===== config.mk =====
export PLATFORM = sky130hd
export DESIGN_NAME = pwm_timer
export DESIGN_NICKNAME = d
export VERILOG_FILES = /design/src/rtl/pwm_pkg.sv /design/src/rtl/pwm_regs.sv /design/src/rtl/pwm_prescaler.sv /design/src/rtl/pwm_counter.sv /design/src/rtl/pwm_timer.sv
export SDC_FILE = /design/constraint.sdc
export NUM_CORES = 1
export LEC_CHECK = 0
export BUFFER_PORTS_ARGS = -buffer_cell sky130_fd_sc_hd__buf_2
export CORE_MARGIN = 8
export CORE_UTILIZATION = 53
export DETAILED_ROUTE_END_ITERATION = 16
export GPL_TIMING_DRIVEN = 0
export PLACE_DENSITY = 0.77
export SLEW_MARGIN = 20
export SYNTH_ARGS = -nofsm -noshare
export SYNTH_HDL_FRONTEND = slang
export SYNTH_SLANG_ARGS = --single-unit

===== constraint.sdc =====
create_clock -name clk -period 3.4 [get_ports clk]
set_input_delay 0.17 -clock clk [delete_from_list [all_inputs] [get_ports clk]]
set_output_delay 0.17 -clock clk [all_outputs]
set_load 0.005 [all_outputs]

===== src/rtl/pwm_pkg.sv =====
// Package: shared constants for the PWM timer.
// Register offsets and bit positions are fixed because software depends on them.
package pwm_pkg;
    localparam int DATA_W   = 32;
    localparam int CNT_W    = 10;
    localparam int DIV_MAX  = 24;
    localparam int DIV_W    = $clog2(DIV_MAX + 1);
    localparam int PRE_W    = DIV_MAX;
    localparam int COARSE_W = 4;

    localparam logic [7:0] OFS_CTRL  = 8'h00;
    localparam logic [7:0] OFS_COUNT = 8'h04;

    // control word bit positions
    localparam int B_EN     = 0;
    localparam int B_MODE   = 4;
    localparam int B_HOLD   = 11;
    localparam int B_HALF   = 15;
    localparam int B_COARSE = 16;
    // count word field positions
    localparam int B_PER    = 16;
    localparam int B_ACT    = 0;

    // Working (active) settings as a single bundle.
    typedef struct packed {
        logic [CNT_W-1:0] per;
        logic [CNT_W-1:0] act;
        logic [DIV_W-1:0] div;
    } pwm_cfg_t;
endpackage


===== src/rtl/pwm_regs.sv =====
// Module: pwm_regs
// Holds the software-visible registers (the shadow copy) and the working copy.
// The working copy loads from the shadow copy when hold is clear and either no
// waveform is running or the counter is wrapping. Assumes one write per clock
// and a byte address.
module pwm_regs
    import pwm_pkg::*;
#(
    parameter int ADDR_W = 3
) (
    input  logic              clk,
    input  logic              rst_n,
    input  logic              wr_en,
    input  logic [ADDR_W-1:0] addr,
    input  logic [DATA_W-1:0] wdata,
    output logic [DATA_W-1:0] rdata,
    input  logic              wrap,
    output logic              run,
    output pwm_cfg_t          cfg
);
    localparam logic [ADDR_W-1:0] A_CTRL  = OFS_CTRL[ADDR_W-1:0];
    localparam logic [ADDR_W-1:0] A_COUNT = OFS_COUNT[ADDR_W-1:0];

    logic                en_q, mode_q, hold_q, half_q;
    logic [COARSE_W-1:0] coarse_q;
    logic [CNT_W-1:0]    sh_per, sh_act;
    pwm_cfg_t            cfg_q, sh_cfg;
    logic                sel_ctrl, sel_count, load;
    logic [DIV_W:0]      div_raw;

    assign sel_ctrl  = wr_en && (addr == A_CTRL);
    assign sel_count = wr_en && (addr == A_COUNT);

    // Build the exponent from the coarse field and the half-step bit, saturated at the maximum.
    always_comb begin
        div_raw = {coarse_q, half_q};
        if (div_raw > (DIV_W+1)'(DIV_MAX))
            sh_cfg.div = DIV_W'(DIV_MAX);
        else
            sh_cfg.div = div_raw[DIV_W-1:0];
        sh_cfg.per = sh_per;
        sh_cfg.act = sh_act;
    end

    // Store the control fields on a write to the control offset.
    always_ff @(posedge clk) begin
        if (!rst_n) begin
            en_q     <= 1'b0;
            mode_q   <= 1'b0;
            hold_q   <= 1'b0;
            half_q   <= 1'b0;
            coarse_q <= '0;
        end else if (sel_ctrl) begin
            en_q     <= wdata[B_EN];
            mode_q   <= wdata[B_MODE];
            hold_q   <= wdata[B_HOLD];
            half_q   <= wdata[B_HALF];
            coarse_q <= wdata[B_COARSE +: COARSE_W];
        end
    end

    // Store the shadow period and active time on a write to the count offset.
    always_ff @(posedge clk) begin
        if (!rst_n) begin
            sh_per <= '0;
            sh_act <= '0;
        end else if (sel_count) begin
            sh_per <= wdata[B_PER +: CNT_W];
            sh_act <= wdata[B_ACT +: CNT_W];
        end
    end

    // Load point: only when hold is clear, and only when idle or at a wrap.
    assign load = !hold_q && (!run || wrap);

    // Copy the shadow settings into the working copy at a load point.
    always_ff @(posedge clk) begin
        if (!rst_n)    cfg_q <= '0;
        else if (load) cfg_q <= sh_cfg;
    end

    assign cfg = cfg_q;
    assign run = en_q && (cfg_q.per != '0) && (cfg_q.act != '0);

    // Read multiplexer: return the stored fields, zero elsewhere.
    always_comb begin
        rdata = '0;
        if (addr == A_CTRL) begin
            rdata[B_EN]                  = en_q;
            rdata[B_MODE]                = mode_q;
            rdata[B_HOLD]                = hold_q;
            rdata[B_HALF]                = half_q;
            rdata[B_COARSE +: COARSE_W]  = coarse_q;
        end else if (addr == A_COUNT) begin
            rdata[B_PER +: CNT_W] = sh_per;
            rdata[B_ACT +: CNT_W] = sh_act;
        end
    end

    // while held, the working copy must not move
    a_r7_hold_freezes: assert property (@(posedge clk) disable iff (!rst_n)
        hold_q |=> $stable(cfg_q));
    // while running, the working copy changes only at a wrap
    a_r8_load_at_wrap: assert property (@(posedge clk) disable iff (!rst_n)
        (run && !wrap) |=> $stable(cfg_q));
    // a zero working field never counts as running
    a_r5_zero_not_run: assert property (@(posedge clk) disable iff (!rst_n)
        (cfg_q.per == '0 || cfg_q.act == '0) |-> !run);
endmodule


===== src/rtl/pwm_prescaler.sv =====
// Module: pwm_prescaler
// Makes a one-clock tick every 2^div clocks while run is high. The count is
// held at zero while idle, so the first tick after a start comes 2^div clocks
// later. Assumes div <= PRE_W.
module pwm_prescaler
    import pwm_pkg::*;
(
    input  logic             clk,
    input  logic             rst_n,
    input  logic             run,
    input  logic [DIV_W-1:0] div,
    output logic             tick
);
    logic [PRE_W-1:0] pre_q;
    logic [PRE_W:0]   lim_w;

    // Terminal count for the selected exponent.
    always_comb begin
        lim_w = ((PRE_W+1)'(1) << div) - (PRE_W+1)'(1);
    end

    assign tick = run && (pre_q == lim_w[PRE_W-1:0]);

    // Advance the divide count, restarting at each tick or while idle.
    always_ff @(posedge clk) begin
        if (!rst_n || !run) pre_q <= '0;
        else if (tick)      pre_q <= '0;
        else                pre_q <= pre_q + 1'b1;
    end

    // an idle prescaler holds at zero
    a_r6_pre_idle_zero: assert property (@(posedge clk) disable iff (!rst_n)
        !run |=> (pre_q == '0));
    // with exponent above zero, a tick is never directly followed by another
    a_r3_tick_spacing: assert property (@(posedge clk) disable iff (!rst_n)
        (tick && div != '0 && $stable(div)) |=> !tick);
endmodule


===== src/rtl/pwm_counter.sv =====
// Module: pwm_counter
// Counts prescaled ticks from zero to per-1, reports the wrap, and compares the
// count with the active time to drive the output. Assumes per is nonzero
// whenever run is high.
module pwm_counter
    import pwm_pkg::*;
(
    input  logic             clk,
    input  logic             rst_n,
    input  logic             run,
    input  logic             tick,
    input  logic [CNT_W-1:0] per,
    input  logic [CNT_W-1:0] act,
    output logic             wrap,
    output logic             pwm_out
);
    logic [CNT_W-1:0] cnt_q;
    logic             last;

    assign last    = (cnt_q == per - 1'b1);
    assign wrap    = tick && last;
    assign pwm_out = run && (cnt_q < act);

    // Step the counter on each tick, wrap at the period end, clear while idle.
    always_ff @(posedge clk) begin
        if (!rst_n || !run) cnt_q <= '0;
        else if (wrap)      cnt_q <= '0;
        else if (tick)      cnt_q <= cnt_q + 1'b1;
    end

    // a running count always stays below the period
    a_r3_cnt_in_range: assert property (@(posedge clk) disable iff (!rst_n)
        run |-> (cnt_q < per));
    // every period begins in the high phase
    a_r4_start_high: assert property (@(posedge clk) disable iff (!rst_n)
        (wrap && run) |=> (pwm_out || !run));
endmodule


===== src/rtl/pwm_timer.sv =====
// Module: pwm_timer (top)
// Single-channel PWM timer: register file with a staged reload, power-of-two
// prescaler, and a period counter with output compare. Synchronous active-low
// reset. The read port is combinational.
module pwm_timer
    import pwm_pkg::*;
#(
    parameter int ADDR_W = 3
) (
    input  logic              clk,
    input  logic              rst_n,
    input  logic              bus_wr,
    input  logic [ADDR_W-1:0] bus_addr,
    input  logic [31:0]       bus_wdata,
    output logic [31:0]       bus_rdata,
    output logic              pwm_out
);
    logic     run, tick, wrap;
    pwm_cfg_t cfg;

    pwm_regs #(.ADDR_W(ADDR_W)) u_regs (
        .clk   (clk),
        .rst_n (rst_n),
        .wr_en (bus_wr),
        .addr  (bus_addr),
        .wdata (bus_wdata),
        .rdata (bus_rdata),
        .wrap  (wrap),
        .run   (run),
        .cfg   (cfg)
    );

    pwm_prescaler u_pre (
        .clk   (clk),
        .rst_n (rst_n),
        .run   (run),
        .div   (cfg.div),
        .tick  (tick)
    );

    pwm_counter u_cnt (
        .clk     (clk),
        .rst_n   (rst_n),
        .run     (run),
        .tick    (tick),
        .per     (cfg.per),
        .act     (cfg.act),
        .wrap    (wrap),
        .pwm_out (pwm_out)
    );

    // whenever enable reads back clear, the output is low
    a_r6_disabled_low: assert property (@(posedge clk) disable iff (!rst_n)
        (!run) |-> !pwm_out);
endmodule


== Word-level counts from Yosys, hierarchy flattened ==
Index checks and enable logic that the tools add are counted.

* Word-level logic and storage cells: 51
* Input port bits: 38
* Register bits: 87
* Output and inout port bits: 33

* Mux-type cells: 11
* $lt $le $gt $ge: 2
* Equality and inequality tests: 3
* Reductions and logical operators: 18
* Shift operators: 1
* $add $sub $neg: 4

{| class="wikitable"
|+ Operator list
! operator !! count
|-
| $add 24x1->24 const B || 1
|-
| $eq 24x24->1 || 1
|-
| $shl 1x5->24 const A || 1
|-
| $sub 24x2->24 const B || 1
|-
| $mux 10 || 2
|-
| $reduce_bool 10->1 || 2
|-
| $add 10x1->10 const B || 1
|-
| $eq 10x10->1 || 1
|-
| $lt 10x10->1 || 1
|-
| $mux 5 || 2
|-
| $sub 10x1->10 const B || 1
|-
| $logic_and 1x1->1 || 8
|-
| $mux 6 || 1
|-
| $gt 5x5->1 const B || 1
|-
| $mux 1 || 4
|-
| $mux 4 || 1
|-
| $reduce_or 2->1 || 2
|-
| $eq 3x3->1 const B || 1
|-
| $logic_not 1->1 || 3
|-
| $logic_not 3->1 || 1
|-
| $mux 3 || 1
|-
| $logic_or 1x1->1 || 2
|}

== Longest topological paths before layout ==
Gate-level depths: netlist of run 1.

* Depth after elaboration: 7
* Depth in mapped cells: 16

== By module ==
From an unflattened synthesis of run 1, not the netlist that was laid out.

* Cell total of the unflattened synthesis: 655
* Area, all modules: 5495.3 sq um

{| class="wikitable"
|+ By module, submodules not included
! module !! area each (sq um) !! instances !! cells an instance
|-
| pwm_regs || 2399.8 || 1 || 289
|-
| pwm_prescaler || 1995.7 || 1 || 237
|-
| pwm_counter || 1099.8 || 1 || 129
|}

== Worst setup path after synthesis of run 1 ==
No wires, ideal clock.

* Path kind: register to register
* Start point: reg u_regs.cfg_q (netlist bit u_regs.cfg[3])
* End point: reg u_regs.cfg_q (netlist bit u_regs.cfg[0])
* Path slack: -0.151 ns
* Cell stages (with the launch flop): 17
* Required time: 3.328 ns
* Period minus slack after synthesis: 3.551 ns
* Library setup time: 0.072 ns
* Data arrival time: 3.480 ns
* Path through: dfxtp_1 > buf_2 > or2_0 > clkbuf_1 > or3_1 > ha_1 > clkbuf_1 > clkbuf_1 > xor2_1 > o41ai_1 > o31a_1 > o2111ai_1 > nor4_2 > nand3_1 > a21oi_4 > buf_6 > mux2i_1

* Longest elaborated chain between the ends: 7

{| class="wikitable"
|+ Ends and longest elaborated chain
! item !! line !! text
|-
| start, declared || pwm_regs.sv:27 || <nowiki>pwm_cfg_t cfg_q, sh_cfg;</nowiki>
|-
| start signal, assigned || pwm_regs.sv:79 || <nowiki>else if (load) cfg_q <= sh_cfg;</nowiki>
|-
| $shl 1x5->24 || pwm_prescaler.sv:19 || <nowiki>lim_w = ((PRE_W+1)'(1) << div) - (PRE_W+1)'(1);</nowiki>
|-
| $sub 24x2->24 || pwm_prescaler.sv:19 ||
|-
| $eq 24x24->1 || pwm_prescaler.sv:22 || <nowiki>assign tick = run && (pre_q == lim_w[PRE_W-1:0]);</nowiki>
|-
| $logic_and 1x1->1 || pwm_prescaler.sv:22 ||
|-
| $logic_and 1x1->1 || pwm_counter.sv:21 || <nowiki>assign wrap = tick && last;</nowiki>
|-
| $logic_or 1x1->1 || pwm_regs.sv:74 || <nowiki>assign load = !hold_q && (!run || wrap);</nowiki>
|-
| $logic_and 1x1->1 || pwm_regs.sv:74 ||
|}

No other way between the ends.
A chain may end at the register's enable or synchronous reset.

== Final worst setup path of run 1 ==
* Start point: reg u_regs.cfg_q (netlist bit u_regs.cfg[0])
* End point: reg u_regs.cfg_q (netlist bit u_regs.cfg[1])

The elaborated chain is that of the path after synthesis.

==> flow_summary.rst, run 1 <==
.. list-table::
   :header-rows: 1

   * - Metric
     - Value
   * - Run status
     - finished with violations
   * - Violated checks
     - negative setup slack
   * - Number of antenna violations at the first check in global routing
     - 0
   * - Final max-slew violation count
     - 0
   * - Total overflow reported by the global router
     - 0
   * - Combined area of all synthesized cells
     - roughly 0.0055 mm²
   * - Iteration-0 DRC count of the detailed router
     - 447
   * - Number of sinks on the clock net
     - between 80 and 90
   * - Post-synth EDFFs
     - 0
   * - Share of post-route cells with drive strength above 1
     - 0.1885
   * - Die Height
     - 118.2 µm
   * - Post-Syn Instances
     - 710
   * - Worst relative slew slack
     - 0.5783
   * - Global placement routability congestion
     - 0.9226
   * - Total I/O pin count
     - between 70 and 80
   * - Detailed-routing iteration count for the pre-antenna-repair pass
     - 7
   * - Post-route worst setup slack
     - -0.1269 ns
   * - Startpoint type of the worst setup path
     - flop
   * - Antenna cell count
     - 0
   * - Avg Vias per Cell
     - about 6
   * - Die Area
     - roughly 0.014 mm²
   * - Final worst path period need
     - 3.527 ns
   * - Setup slack of the most critical reg-to-reg path
     - -0.13 ns
   * - Count of cells along the worst register-to-register path
     - 13
   * - Unrepaired setup endpoints after global routing
     - yes
   * - Max_cap viols
     - 0
   * - Main area contributors after synthesis
     - sky130_fd_sc_hd__dfxtp_1, sky130_fd_sc_hd__nand2_1, sky130_fd_sc_hd__mux2i_1, sky130_fd_sc_hd__a21boi_0, sky130_fd_sc_hd__xnor2_1
   * - Reg clk slew, reported paths
     - roughly 0.10 ns
   * - Synthesis-to-layout area growth
     - 18.24%
   * - Setup violators final
     - 28
   * - Clock tree root buffer cell
     - sky130_fd_sc_hd__clkbuf_8
   * - Leading cell types by count after synthesis
     - sky130_fd_sc_hd__nand2_1, sky130_fd_sc_hd__dfxtp_1, sky130_fd_sc_hd__nor2_1, sky130_fd_sc_hd__clkbuf_1, sky130_fd_sc_hd__mux2i_1
   * - Category of the worst setup path capture point
     - flop
   * - Most numerous cell in the Yosys netlist
     - sky130_fd_sc_hd__nand2_1
   * - TritonCTS Buffers
     - 9
   * - Crit. Startpoint
     - u_regs.cfg[0]$_SDFFE_PN0P_
   * - Post-Syn Area per Cell
     - between 7 and 8 µm²
   * - DRC Markers
     - 0
   * - Sequential fraction of the synthesis area
     - 0.3149
   * - Vias post-DR
     - 5504
   * - Clk_skew
     - 0.01382 ns
   * - Share of flip-flops with an asynchronous set or reset
     - 0
   * - First-pass GRT wire length
     - between 20000 and 30000 µm
   * - Worst hold slack across all endpoints
     - 0.03699 ns
   * - WL final
     - roughly 16000 µm
   * - Pre-CTS setup slack
     - -0.6737 ns
   * - Number of fill cells in the layout
     - about 860
   * - Crit path kind
     - flop to flop
   * - Peak supply drop
     - about 0.23 mV
   * - Core Box Area
     - ~0.01 mm²
   * - Largest area contributor in the netlist
     - sky130_fd_sc_hd__dfxtp_1
   * - Worst setup path endpoint
     - u_regs.cfg[1]$_SDFFE_PN0P_
   * - Critical path peak fanout
     - 5
   * - Warnings, synthesis
     - 0
   * - Critical path required time
     - ~3.7 ns
   * - Transition time of the tightest slew-check pin
     - approximately 0.63 ns
   * - Maximum achievable frequency
     - 283.5 MHz
   * - Power density cells
     - roughly 310 mW/mm²
   * - Final period utilization
     - 1.037
   * - Number of I/O port buffers
     - 49
   * - Design Power
     - 2.017 mW
   * - Post-detailed-route wirelength per cell
     - 17.34 µm
   * - Critical R2R Capture
     - u_regs.cfg[1]$_SDFFE_PN0P_
   * - DIE WIDTH
     - between 100 and 150 µm
   * - Most common flop cell mapped by yosys
     - sky130_fd_sc_hd__dfxtp_1
   * - Distinct cell type count after synthesis
     - 73
   * - Hold Crit Class
     - primary input to flop
   * - Share of the synthesized area in the top cell type
     - 0.3149
   * - Critical path data arrival time
     - approximately 3.8 ns
   * - Lkg Pwr
     - about 2.7 nW
   * - Post-CTS Hold Fix Bufs
     - 0
   * - Clock tree from TritonCTS
     - built
   * - Flip-flop and latch count after synthesis
     - 87
   * - H-tree levels
     - 3
   * - Std cell rows
     - 37
   * - Maximum number of pins on one net before global-route repair
     - 18
   * - Effective utilization at floorplan
     - 0.5405
   * - Total routing usage reported by global routing
     - 0.2229
   * - Max Root-Sink Buffers
     - 2
   * - Vias in the first global route
     - 5274
   * - Fin. Hold Viols
     - 0
   * - Post-layout net count
     - between 800 and 900
   * - Number of nets with antenna violations after routing
     - 0
   * - Post-DP HPWL
     - between 10000 and 15000 µm
   * - Reg-to-reg critical path startpoint
     - u_regs.cfg[0]$_SDFFE_PN0P_
   * - Worst-Skew Late Latency
     - ~0.38 ns
[worst min path at each step]
| stage | startpoint | to | slack, ns | cells after the start |
|---|---|---|---|---|
| final | bus_wdata[21] | u_regs.sh_per[5]$_SDFFE_PN0P_ | 0.04 | 3 |
| after global routing | bus_wdata[2] | u_regs.sh_act[2]$_SDFFE_PN0P_ | 0.03 | 3 |
| after CTS | bus_wdata[11] | u_regs.hold_q$_SDFFE_PN0P_ | 0.03 | 3 |
| after detailed placement | bus_wdata[11] | u_regs.hold_q$_SDFFE_PN0P_ | 0.43 | 3 |
| after global placement | bus_wdata[3] | u_regs.sh_act[3]$_SDFFE_PN0P_ | 0.42 | 3 |
| after floorplan | bus_wdata[19] | u_regs.coarse_q[3]$_SDFFE_PN0P_ | 0.31 | 2 |
[cell families after synthesis]
| kind of cell | after synthesis | synth area share |
|---|---|---|
| AOI/OAI and AO/OA | 130 | 0.1670 |
| muxes | 32 | 0.05792 |
| DFF | 87 | 0.3149 |
| adders and majority gates | 13 | 0.02941 |
| xor gates and xnor gates | 41 | 0.06493 |
| other | 1 | 0.0006781 |
| and+or+nand+nor | 318 | 0.2907 |
| buffers and inverters | 88 | 0.07443 |
[routing by layer]
metal  vias up  part of all wire  global-route usage
li1       2627                 -                   -
met1      2589              0.45              0.2881
met2       253              0.45              0.3563
met3        35             0.086             0.06568
met4         0             0.017             0.05604
met5         -                 0                   0
[report_power, final]
group,switching [mW],leakage [nW],total (mW),internal (mW)
clock,0.430,0.108,0.786,0.357
sequential,0.0111,0.705,1.04,1.03
combinational,0.104,1.85,0.192,0.0878
total,0.545,2.66,2.02,1.47
[through the flow]
stage / util / std cells / setup TNS (ns) / instance area, µm²
floorplan: - / 719 / 0 / 5607
global placement: 0.5886 / 904 / -24.84 / 6022
detailed placement: 0.5886 / 904 / -27.42 / 6022
CTS: 0.6298 / 931 / -0.4190 / 6444
global route: 0.6391 / 937 / -6.047 / 6539
finish: 0.6391 / 937 / -2.419 / 6539
[placed cells by master, fill, tap and decap left out, types with 5 or more instances in the layout]
master and instances:
sky130_fd_sc_hd__nand2_1 133, sky130_fd_sc_hd__dfxtp_1 82, sky130_fd_sc_hd__buf_2 55, sky130_fd_sc_hd__nor2_1 46
sky130_fd_sc_hd__clkbuf_1 32, sky130_fd_sc_hd__mux2i_1 30, sky130_fd_sc_hd__buf_4 30, sky130_fd_sc_hd__a21boi_0 29
sky130_fd_sc_hd__and3_1 23, sky130_fd_sc_hd__xnor2_1 23, sky130_fd_sc_hd__a21oi_1 22, sky130_fd_sc_hd__inv_1 21
sky130_fd_sc_hd__xor2_1 18, sky130_fd_sc_hd__nand3_1 17, sky130_fd_sc_hd__o21ai_0 15, sky130_fd_sc_hd__nor3_1 12
sky130_fd_sc_hd__ha_1 12, sky130_fd_sc_hd__clkbuf_8 11, sky130_fd_sc_hd__nor4_1 10, sky130_fd_sc_hd__nand4_1 10
sky130_fd_sc_hd__conb_1 10, sky130_fd_sc_hd__and2_1 9, sky130_fd_sc_hd__or2_2 7, sky130_fd_sc_hd__a31oi_1 7
sky130_fd_sc_hd__nand2b_1 6, sky130_fd_sc_hd__a21o_1 6, sky130_fd_sc_hd__buf_8 5, sky130_fd_sc_hd__or4_1 5
sky130_fd_sc_hd__o31ai_1 5
[layout make-up]
class                      count  area, µm²  share of cell area
timing repair buffer          71      435.4             0.06659
clock buffer                   9      123.9             0.01894
tap                          136      170.2             0.02602
inverter                      22      82.58             0.01263
multi-input combinational    544       3512              0.5371
sequential                    87       1753              0.2681
buffer                        61      377.9             0.05779
clock inverter                 7      83.83             0.01282
[registers in the layout, summed over array words and instances, names as in the netlist]
name and cells:
u_regs.en_q 1, u_regs.hold_q 1, u_regs.sh_act 10, u_cnt.cnt_q 10
u_regs.half_q 1, u_pre.pre_q 24, u_regs.mode_q 1, u_regs.cfg 25
u_regs.sh_per 10, u_regs.coarse_q 4
[critical path, cell delays in order, from the launching register on]
cell and delay, ns:
sky130_fd_sc_hd__dfxtp_2 0.35, sky130_fd_sc_hd__buf_8 0.13, sky130_fd_sc_hd__or2_4 0.25, sky130_fd_sc_hd__or3_4 0.34, sky130_fd_sc_hd__ha_4 0.24, sky130_fd_sc_hd__xnor2_1 0.12, sky130_fd_sc_hd__a21oi_1 0.13, sky130_fd_sc_hd__nand4b_1 0.17
sky130_fd_sc_hd__a2111o_1 0.45, sky130_fd_sc_hd__nor4_4 0.40, sky130_fd_sc_hd__nand3_2 0.17, sky130_fd_sc_hd__a21oi_4 0.31, sky130_fd_sc_hd__buf_8 0.17, sky130_fd_sc_hd__mux2i_1 0.22
[repair_timing]
item | CTS | global route
gates resized for setup | 33 | 17
pin swaps | 10 | 2
gates cloned | 0 | 1
setup buffers | 14 | 7
endpoints found under the setup margin | 59 | 52
Note: power is estimated with default switching activity, not from simulation.
==> run 2, diff against run 1 <==
- BUFFER_PORTS_ARGS: -buffer_cell sky130_fd_sc_hd__buf_2 -> default
- CORE_UTILIZATION: 53 -> 58
- DONT_BUFFER_PORTS: default -> 1
- PLACE_DENSITY: 0.77 -> 0.78
==> run 2 against run 1 <==
  * The run still ends with negative setup slack left
  * Die area down 7.5%
  * First-iteration DRC count increased by 26%
  * Fmax shrank 0.32%
  * Critical path depth is the same
  * Via count up 1.9%
  * Non-clock buffer count fell by 22
  * Cell count fell by 3.1%
  * Wire length increased by 3.5%
  * Sequential power about the same
  * Core utilization rose by 6.9 points
  * Critical path type unchanged
  * Largest power group unchanged
  * Highest routed layer unchanged
==> flow_summary.rst, run 2 (synthesis results as in run 1) <==
.. list-table::
   :header-rows: 1

   * - Metric
     - Value
   * - Power density cells
     - 300.5 mW/mm² (-2.6%)
   * - Transition time of the tightest slew-check pin
     - 0.6228 ns (-0.009634 ns)
   * - Critical path peak fanout
     - 7 (+2)
   * - Post-DP HPWL
     - 11460 µm (-0.57%)
   * - Total routing usage reported by global routing
     - 0.2499 (+0.02702)
   * - Global placement routability congestion
     - 0.9459 (+2.5%)
   * - Number of fill cells in the layout
     - 701 (-18%)
   * - Final max-slew violation count
     - 0 (unchanged)
   * - Cell-by-cell listing of the critical path
     - or2_4 > or3_4 > ha_4 > nand4bb_1 > o211ai_1 > nor3_1 > or4b_4 > nor3_4 > nand3_4 > a21oi_4 > buf_6 > buf_8 > mux2i_1
   * - Hold Crit Class
     - primary input to flop
   * - Slowest stage cell on the critical path
     - sky130_fd_sc_hd__or4b_4
   * - Std cell rows
     - 35 (-5.4%)
   * - TritonCTS Buffers
     - 9 (unchanged)
   * - Number of sinks on the clock net
     - 87 (unchanged)
   * - Maximum number of pins on one net before global-route repair
     - 19 (+1)
   * - Cell area after placement
     - 0.005768 mm² (-4.2%)
   * - Post-layout net count
     - 825 (-2.6%)
   * - Startpoint type of the worst setup path
     - flop
   * - Synthesis-to-layout area growth
     - 18.26% (about the same)
   * - WL final
     - 16820 µm (+3.5%)
   * - Max_cap viols
     - 0 (unchanged)
   * - Share of post-route cells with drive strength above 1
     - 0.1348 (-0.05373)
   * - Fin. Hold Viols
     - 0 (unchanged)
   * - Maximum achievable frequency
     - 282.6 MHz (-0.32%)
   * - Most frequent standard cell in the layout excluding fill and tap cells
     - sky130_fd_sc_hd__nand2_1
   * - Post-route cell area
     - 0.006540 mm² (about the same)
   * - DRC Markers
     - 0 (unchanged)
   * - Total overflow reported by the global router
     - 0 (unchanged)
   * - H-tree levels
     - 3 (unchanged)
   * - Core Box Area
     - 0.009240 mm² (-9.7%)
   * - Run status
     - finished with violations
   * - Utilization of the core after routing
     - 0.7078 (+0.06868)
   * - Post-detailed-route wirelength per cell
     - 18.53 µm (+6.8%)
   * - Die Area
     - 0.01292 mm² (-7.5%)
   * - Iteration-0 DRC count of the detailed router
     - 565 (+26%)
   * - Final worst path period need
     - 3.538 ns (+0.01145 ns)
   * - Detailed-routing iteration count for the pre-antenna-repair pass
     - 6 (-1)
   * - Peak supply drop
     - 0.2282 mV (-2.3%)
   * - Max Root-Sink Buffers
     - 2 (unchanged)
   * - Crit path kind
     - flop to flop
   * - Lkg Pwr
     - 2.549 nW (-4.2%)
   * - Max reg flops
     - 25 (unchanged)
   * - Setup slack of the most critical reg-to-reg path
     - -0.14 ns (about the same)
   * - Critical path data arrival time
     - 3.83 ns (about the same)
   * - Worst relative slew slack
     - 0.5848 (+0.006422)
   * - Effective utilization at floorplan
     - 0.5985 (+0.05797)
   * - Critical path required time
     - 3.69 ns (about the same)
   * - Vias in the first global route
     - 5145 (-2.4%)
   * - Antenna cell count
     - 0 (unchanged)
   * - Maximum cell stage delay along the critical path
     - 0.55 ns (+0.10 ns)
   * - Number of nets with antenna violations after routing
     - 0 (unchanged)
   * - Total I/O pin count
     - 71 (unchanged)
   * - Worst-Skew Late Latency
     - 0.38 ns (about the same)
   * - Clock tree from TritonCTS
     - built
   * - Reg clk slew, reported paths
     - 0.11 ns (about the same)
   * - Number of antenna violations at the first check in global routing
     - 0 (unchanged)
   * - Clock tree root buffer cell
     - sky130_fd_sc_hd__clkbuf_8
   * - Avg Vias per Cell
     - 6.178 (+5.2%)
   * - Clk_skew
     - 0.02102 ns (+0.007199 ns)
   * - DIE WIDTH
     - 113.6 µm (-3.8%)
   * - Number of I/O port buffers
     - 0 (-100%)
   * - Category of the worst setup path capture point
     - flop
   * - Post-route worst setup slack
     - -0.1384 ns (-0.01145 ns)
   * - Violated checks
     - negative setup slack
   * - Die Height
     - 113.6 µm (-3.8%)
   * - Unrepaired setup endpoints after global routing
     - yes
   * - Setup violators final
     - 27 (-3.6%)
   * - Final period utilization
     - 1.041 (+0.003369)
   * - First-pass GRT wire length
     - 26190 µm (+1.2%)
   * - Leading cell types in the layout, fill and taps excluded
     - sky130_fd_sc_hd__nand2_1, sky130_fd_sc_hd__dfxtp_1, sky130_fd_sc_hd__nor2_1
   * - Vias post-DR
     - 5610 (+1.9%)
-- run 2: changes by cell type in the layout (fill, tap and decap cells not counted), sizes merged --
| cell | previous run | this run |
|---|---|---|
| buf | 94 | 51 |
| dlygate4sd3 | 0 | 22 |
| bufinv | 1 | 0 |
| clkbuf | 47 | 46 |
| clkinv | 1 | 2 |
| clkinvlp | 0 | 1 |
| inv | 27 | 26 |
-- run 2: metrics by stage --
step                power (mW)  TNS (ns)  setup WS [ns]  cells  hold slack [ns]
floorplan                1.178         0      0.0005465    719           0.3149
global placement         1.207    -26.71        -0.6721    848           0.3183
detailed placement       1.210    -26.43        -0.6751    848           0.3260
CTS                      1.952    -1.451       -0.08518    900           0.2060
global route             2.029    -6.075        -0.2865    908           0.2316
finish                   1.965    -1.838        -0.1384    908           0.2052
-- run 2: worst paths after layout --
| kind | start | end | cells past startpoint |
|---|---|---|---|
| worst min-delay path | bus_wr | u_regs.en_q$_SDFFE_PN0P_ | 3 |
| worst max-delay path | u_regs.cfg[4]$_SDFFE_PN0P_ | u_regs.cfg[0]$_SDFFE_PN0P_ | 13 |
| worst min register to register | u_regs.cfg[13]$_SDFFE_PN0P_ | u_regs.cfg[13]$_SDFFE_PN0P_ | 2 |
| worst max register to register | u_regs.cfg[4]$_SDFFE_PN0P_ | u_regs.cfg[0]$_SDFFE_PN0P_ | 13 |
-- run 2: final cells by class --
cell class / count / area [µm²] / area share
Multi-Input combinational cell: 544 / 3526 / 0.5391
Inverter: 22 / 82.58 / 0.01263
Buffer: 59 / 326.6 / 0.04993
Clock inverter: 7 / 72.57 / 0.01110
Timing Repair Buffer: 51 / 491.7 / 0.07519
Clock buffer: 9 / 123.9 / 0.01894
Tap cell: 129 / 161.4 / 0.02468
Sequential cell: 87 / 1755 / 0.2684
-- run 2: report_power, final --
group	internal (mW)	switching, mW	leakage, nW	total, mW
logic	0.0917	0.105	1.75	0.197
clock network	0.288	0.442	0.0970	0.730
registers	1.03	0.0113	0.705	1.04
-- run 2: metal layers --
| layer | GRT usage | wire length [µm] |
|---|---|---|
| met1 | 0.3307 | 7022 |
| met2 | 0.3826 | 7454 |
| met3 | 0.06233 | 1939 |
| met4 | 0.09325 | 405 |
| met5 | 0 | 0 |
-- run 2: critical path: cells and delay by family (launching register included) --
family                     cells  cell delay, ns
and+or+nand+nor                7            1.92
AOI/OAI and AO/OA              2            0.50
DFF                            1            0.38
buffers and inverters          2            0.28
adders and majority gates      1            0.20
muxes                          1            0.18
-- run 2: timing repair --
| item | in CTS | in global routing |
|---|---|---|
| hold buffers | 22 | 0 |
| buffers inserted | 16 | 12 |
| hold endpoints to repair | 28 | 0 |
| resized for setup | 35 | 22 |
| gates cloned | 1 | 2 |
| pin swaps | 13 | 16 |
| setup endpoints to repair | 59 | 53 |
